## src/rtl/pixel_pwm.sv

```systemverilog
module pixel_pwm #(
  parameter int CODE_W = 6
) (
  input  logic              clk,
  input  logic              rst_n,
  input  logic              set_hi,
  input  logic              pix_start,
  input  logic [CODE_W-1:0] code_in,
  input  logic              single_edge,
  input  logic              lead_mod,
  output logic              pwm_out
);
  localparam int WW    = CODE_W + 1;
  localparam int TICKS = 1 << CODE_W;
  localparam logic [WW-1:0]     TOP  = WW'(TICKS);
  localparam logic [WW-1:0]     MID  = WW'(TICKS / 2);
  localparam logic [CODE_W-1:0] LAST = CODE_W'(TICKS - 1);

  logic [CODE_W-1:0] tick, cap_code, act_code;
  logic              cap_single, cap_lead, act_single, act_lead;
  logic [WW-1:0]     width, lo, hi, tick_w;
  logic              core;

  always_ff @(posedge clk or negedge rst_n) begin
    if (!rst_n) begin
      tick       <= '0;
      cap_code   <= '0;
      cap_single <= 1'b0;
      cap_lead   <= 1'b0;
      act_code   <= '0;
      act_single <= 1'b0;
      act_lead   <= 1'b0;
    end else begin
      tick <= pix_start ? '0 : tick + CODE_W'(1);
      if (pix_start) begin
        act_code   <= cap_code;
        act_single <= cap_single;
        act_lead   <= cap_lead;
        cap_code   <= code_in;
        cap_single <= single_edge;
        cap_lead   <= lead_mod;
      end
    end
  end

  assign width = (act_code == '0) ? '0 : WW'(act_code) + WW'(1);

  always_comb begin
    if (!act_single)   lo = MID - (width >> 1);
    else if (act_lead) lo = TOP - width;
    else               lo = '0;
    hi = lo + width;
  end

  assign tick_w  = WW'(tick);
  assign core    = (tick_w >= lo) && (tick_w < hi);
  assign pwm_out = set_hi | core;

  logic [WW-1:0] hi_cnt;
  always_ff @(posedge clk or negedge rst_n) begin
    if (!rst_n)         hi_cnt <= '0;
    else if (pix_start) hi_cnt <= '0;
    else                hi_cnt <= hi_cnt + WW'(core);
  end

  p_full_period_width_r1: assert property (@(posedge clk) disable iff (!rst_n)
    (pix_start && tick == LAST) |-> (hi_cnt + WW'(core) == width));

  p_left_first_tick_r2: assert property (@(posedge clk) disable iff (!rst_n)
    (act_single && !act_lead && act_code != '0 && tick == '0) |-> core);

  p_right_last_tick_r3: assert property (@(posedge clk) disable iff (!rst_n)
    (act_single && act_lead && act_code != '0 && tick == LAST) |-> core);

  p_centre_mid_tick_r4: assert property (@(posedge clk) disable iff (!rst_n)
    (!act_single && act_code != '0 && tick_w == MID) |-> core);

  p_full_code_high_r5: assert property (@(posedge clk) disable iff (!rst_n)
    (act_code == LAST) |-> pwm_out);

  p_capture_latency_r6: assert property (@(posedge clk) disable iff (!rst_n)
    pix_start |=> (act_code == $past(cap_code) && act_single == $past(cap_single)
                   && act_lead == $past(cap_lead) && tick == '0));

  p_hold_between_strobes_r7: assert property (@(posedge clk) disable iff (!rst_n)
    !pix_start |=> ($stable(act_code) && $stable(cap_code) && $stable(act_single)
                    && $stable(act_lead)));

endmodule

```

## config.mk

```make
export PLATFORM = sky130hd
export DESIGN_NAME = pixel_pwm
export DESIGN_NICKNAME = d
export VERILOG_FILES = /design/src/rtl/pixel_pwm.sv
export SDC_FILE = /design/constraint.sdc
export NUM_CORES = 1
export LEC_CHECK = 0
export BUFFER_PORTS_ARGS = -buffer_cell sky130_fd_sc_hd__buf_2
export CAP_MARGIN = 25
export CORE_UTILIZATION = 45
export CTS_CLUSTER_DIAMETER = 150
export DETAILED_ROUTE_END_ITERATION = 10
export GPL_TIMING_DRIVEN = 0
export PLACE_DENSITY = 0.67
export REMOVE_ABC_BUFFERS = 1
export SYNTH_ARGS = -nofsm -noshare
export SYNTH_HDL_FRONTEND = slang
export SYNTH_SLANG_ARGS = --single-unit
```

## constraint.sdc

```tcl
create_clock -name clk -period 8.38 [get_ports clk]
set_clock_uncertainty 0.1 [all_clocks]
set_input_delay 1.257 -clock clk [delete_from_list [all_inputs] [get_ports clk]]
set_output_delay 1.257 -clock clk [all_outputs]
set_load 0.05 [all_outputs]
```

# Word-level counts from Yosys, hierarchy flattened
# Cells that the tools add are included.
[totals]
reg_bits = 22
output_inout_bits = 1
wordCells = 21
[op_classes]
n_addsub = 5
magnitude_cmp = 2
n_mux = 4
bitwise_logic = 1
reduce_logical = 2
[ops]
columns = ["operator", "n"]
rows = [
  ["7-bit 2-to-1 mux", 3],
  ["6-bit by 1-bit adder with 7-bit output (second input constant)", 1],
  ["7-bit adder", 1],
  ["6-bit by 7-bit greater-or-equal comparator with 1-bit output", 1],
  ["6-bit by 7-bit < comparator with 1-bit output", 1],
  ["6-bit by 6-bit subtractor with 7-bit output (first input constant)", 1],
  ["7-bit subtractor (first input constant)", 1],
  ["6-bit by 1-bit adder with 6-bit output (second input constant)", 1],
  ["6-bit logical NOT", 1],
  ["6-bit 2-to-1 mux", 1],
  ["1-bit logical AND", 1],
  ["1-bit OR", 1],
]

# Depth between registers and ports, before layout
[logic_depth]
ltp_word = 9
depth_mapped = 18
ltp_nobuf = 18

# Worst setup path before layout
# Ideal clock, no wire load.
[synth_path]
kind = "flip-flop to output port"
start = "register act_code[0]"
end = "output pwm_out"
arrival_ns = 4.289
required_ns = 7.023
path_slack_ns = 2.734
path_stages_with_launch = 19
n_path_buf = 0
cell_sequence = "dfrtp_1 -> inv_1 -> ha_1 -> or4b_4 -> o21ai_1 -> ha_1 -> nand3_1 -> o21ai_0 -> ha_1 -> a21o_1 -> a21oi_1 -> o21bai_1 -> a21oi_1 -> xor2_1 -> ha_1 -> o211ai_1 -> a21o_1 -> a22oi_1 -> o41ai_2"
[synth_between]
elab_chain_len = 9
word_cells_on_any_way = 12
[synth_lines]
columns = ["element", "line_no", "text"]
rows = [
  ["start, declared", "19", "logic [CODE_W-1:0] tick, cap_code, act_code;"],
  ["start signal, assigned", "36", "act_code <= cap_code;"],
  ["6-bit by 1-bit adder with 7-bit output / 6-bit logical NOT (equally long branches)", "46", "assign width = (act_code == '0) ? '0 : WW'(act_code) + WW'(1);"],
  ["7-bit 2-to-1 mux (*)", "46", ""],
  ["7-bit subtractor", "50", "else if (act_lead) lo = TOP - width;"],
  ["7-bit 2-to-1 mux", "50", ""],
  ["7-bit 2-to-1 mux", "49", "if (!act_single) lo = MID - (width >> 1);"],
  ["7-bit adder", "52", "hi = lo + width;"],
  ["6-bit by 7-bit < comparator with 1-bit output", "56", "assign core = (tick_w >= lo) && (tick_w < hi);"],
  ["1-bit logical AND (*)", "56", ""],
  ["1-bit OR (*)", "57", "assign pwm_out = set_hi | core;"],
  ["end, declared", "11", "output logic pwm_out"],
]
# Mark *: on every way between the ends. The rest lies on a longest branch, timed or not.

# Worst setup path in the final report
# Ends and elaborated chain as after synthesis.

==> summary.md <==
| Metric | Value |
|---|---|
| Status | complete, no violations |
| WP data required | 7.02 ns |
| Seq cells post-synth | 22 |
| Least-Margin Pin Slew | 0.469 ns |
| R2R setup slack | 7.19 ns |
| Nets | 228 |
| Vias in the first global route | 1295 |
| Fill count | 347 |
| CP delay by family, top | compound AO/OA/AOI/OAI gates |
| Largest family of logic cells by synthesized area | adder cells |
| DR iter-0 viols | 40 |
| Power per cell area | 211 nW/um^2 |
| Leakage | 0.923 nW |
| Post-route cell area | 1900 sq um |
| Die X | 64.4 um |
| R2R Path Start | tick[1]$_DFF_PN0_ |
| Most used cell, CP | ha_1 |
| HPWL after DPL | 2620 um |
| Post-synthesis mux area share | 0.0900 |
| CTS resizes | 0 |
| Initial Utilization | 0.475 |
| Inserted Clock Buffers | 3 |
| DRC errors left | 0 |
| Simple-gate area share of the yosys netlist | 0.107 |
| IO Pins | 13 |
| Max-Cap Viols | 0 |
| Htree depth | 1 |
| Final Cycle Share | 0.712 |
| Number of flops mapped to enable cells by yosys | 0 |
| ANT cells | 0 |
| Worst-Skew Late Latency | 0.25 ns |
| Syn Std Cell Area | 1750 sq um |
| Routed Antenna Nets | 0 |
| CP Depth | 19 |
| Avg Inst Size Synth | 9.68 sq um |
| CTS tree | yes |
| Clock Path Buffers | 2 |
| Synth Flop Type | dfrtp_1 |
| Synth area leader | dfrtp_1 |
| Worst slew margin | 0.687 |
| Final setup viols | 0 |
| Gate Count Post-Synth | 181 |
| Hold Startpoint | cap_code[0]$_DFFE_PN0P_ |
| Total vias in the final route | 1286 |
| Top cell type's share of synthesized area | 0.314 |
| Final Slew Violations | 0 |
| Setup crit start kind | flip-flop |
| Setup tns final | 0 ns |
| Core area | 3690 sq um |
| Seq/Total Area, Yosys | 0.314 |
| Slowest-stage cell, CP | or4b_4 |
| Die Y-Extent | 64.4 um |
| FF-to-FF path depth | 4 |
| Synthesis warning total | 0 |
| Max stage delay on crit path | 0.48 ns |
| Clk sinks | 22 |
| CP Cell Sequence | inv_1 > ha_1 > or4b_4 > o21ai_1 > ha_1 > nand3_1 > o21ai_0 > ha_1 > a21o_1 > a21oi_1 > o21bai_1 > a21oi_1 > xor2_1 > ha_1 > o211ai_1 > a21o_1 > a22oi_1 > o41ai_2 > buf_2 |
| RSZ-0062 raised after global routing | no |
| CTS clk-pin slew, worst paths | 0.07 ns |
| Post-synthesis adder-cell area fraction | 0.169 |
| Gr ovfl total | 0 |
| Pin count of the biggest net entering global routing | 25 |
| Pre-Repair DR Iteration Count | 4 |
| Commonest cells post-synth | dfrtp_1 (22), ha_1 (22), inv_1 (19) |
| Count of cell types in the netlist | 38 |
| Die area | 4150 sq um |
| Total Routing Usage GR | 0.170 |
| Num rows | 22 |
| Min Tclk post-route | 5.97 ns |
| Clock root buffer master | clkbuf_8 |
| First-pass GRT wire length | 5560 um |
| CP arrival | 4.61 ns |
| Hold path cells | 2 |
| Wire per inst | 13.5 um |
| Synth area leaders | dfrtp_1 (31%), ha_1 (16%), mux2_2 (9.0%), xnor2_1 (7.0%), inv_1 (4.1%) |
| Fraction of layout instances using a drive strength above 1 | 0.188 |
| Hold-fix buffers at CTS | 0 |
| Peak supply drop | 0.000125 V |
| Critical path endpoint category | output pin |
| Worst Path Buf+Inv | 2 |
| Worst Path Max Fanout | 6 |
| WL final | 3240 um |
| Avg Vias per Cell | 5.36 |
| Setup crit start | act_code[0]$_DFFE_PN0P_ |
| XOR/XNOR share of the synthesized area | 0.105 |
| Port Buffers | 12 |
| Worst hold path class | reg2reg |
| Total setup buffers inserted after CTS | 0 |
| WS Path Type | reg2out |
| GPL Wtd Cong | 0.786 |
| Async set-reset flop share out of synthesis | 1.00 |
| Synth-to-layout area growth | 8.50% |
| Final Hold Viols | 0 |
| Max Fclk | 168 MHz |
| DP Area | 1850 sq um |
| Initial antenna violation count | 0 |
| Compound-Gate Fraction of Synth Area | 0.159 |
layout by cell type (no fill, tap or decap), types with 3 or more instances in the layout:
cell,instances
o22ai_1,4
a21o_1,5
inv_1,19
nand3_1,8
o21ai_0,5
buf_2,12
nor2_1,11
and3_1,3
xnor2_1,14
clkbuf_8,4
ha_1,22
mux2_2,14
dfrtp_1,22
nand2_1,9
xor2_1,7
a21oi_1,8
flip-flops by register name, summed over array words and instances, names as in the netlist:
register and cells:
act_single 1, cap_single 1, act_lead 1, cap_code 6, cap_lead 1, act_code 6
tick 6
cell families after synthesis:
logic type | Yosys count
buffers and inverters | 24
multiplexers | 14
flip-flops | 22
AO/OA/AOI/OAI | 39
AND/OR/NAND/NOR | 38
adder cells (fa/ha/maj) | 23
XOR/XNOR | 21
through the flow:
| stage | power (mW) | std cells | utilization | setup slack (ns) | hold slack (ns) |
|---|---|---|---|---|---|
| after global placement | 0.319 | 236 | 0.500 | 2.82 | 0.371 |
| after CTS | 0.406 | 240 | 0.515 | 2.37 | 0.400 |
| after global routing | 0.437 | 240 | 0.515 | 2.11 | 0.422 |
| after detailed placement | 0.331 | 236 | 0.500 | 2.71 | 0.386 |
| final | 0.401 | 240 | 0.515 | 2.41 | 0.400 |
| after floorplan | 0.286 | 176 | - | 2.73 | 0.347 |
layout make-up:
class / count / area, sq um / share of cell area
Multi-Input combinational cell: 135 / 1100 / 0.581
Sequential cell: 22 / 551 / 0.290
Inverter: 19 / 71.3 / 0.0375
Timing Repair Buffer: 12 / 60.1 / 0.0316
Tap cell: 48 / 60.1 / 0.0316
Clock buffer: 4 / 55.1 / 0.0290
worst paths after layout:
| path | endpoint |
|---|---|
| max reg2reg | tick[4]$_DFF_PN0_ |
| max in group asynchronous | tick[5]$_DFF_PN0_ |
| min | act_code[0]$_DFFE_PN0P_ |
| max | pwm_out |
| min in group asynchronous | cap_code[5]$_DFFE_PN0P_ |
| min reg2reg | act_code[0]$_DFFE_PN0P_ |
report_power, final:
group | internal (mW) | switching [mW]
Sequential | 0.117 | 0.0149
Clock | 0.0417 | 0.0300
Combinational | 0.0920 | 0.106
Total | 0.250 | 0.150
tightest hold or removal path: stages (launching register included):
cell and delay (ns):
dfrtp_1 0.35, nand2_1 0.05, o21ai_0 0.06
per-layer routing:
metal | vias up | wire [um] | global-route usage
met4 | 0 | 13 | 0.0500
li1 | 649 | - | -
met1 | 619 | 1530 | 0.209
met2 | 16 | 1650 | 0.314
met5 | - | 0 | 0
met3 | 2 | 49 | 0.0107
No activity file was read; power rests on OpenSTA's default activity.
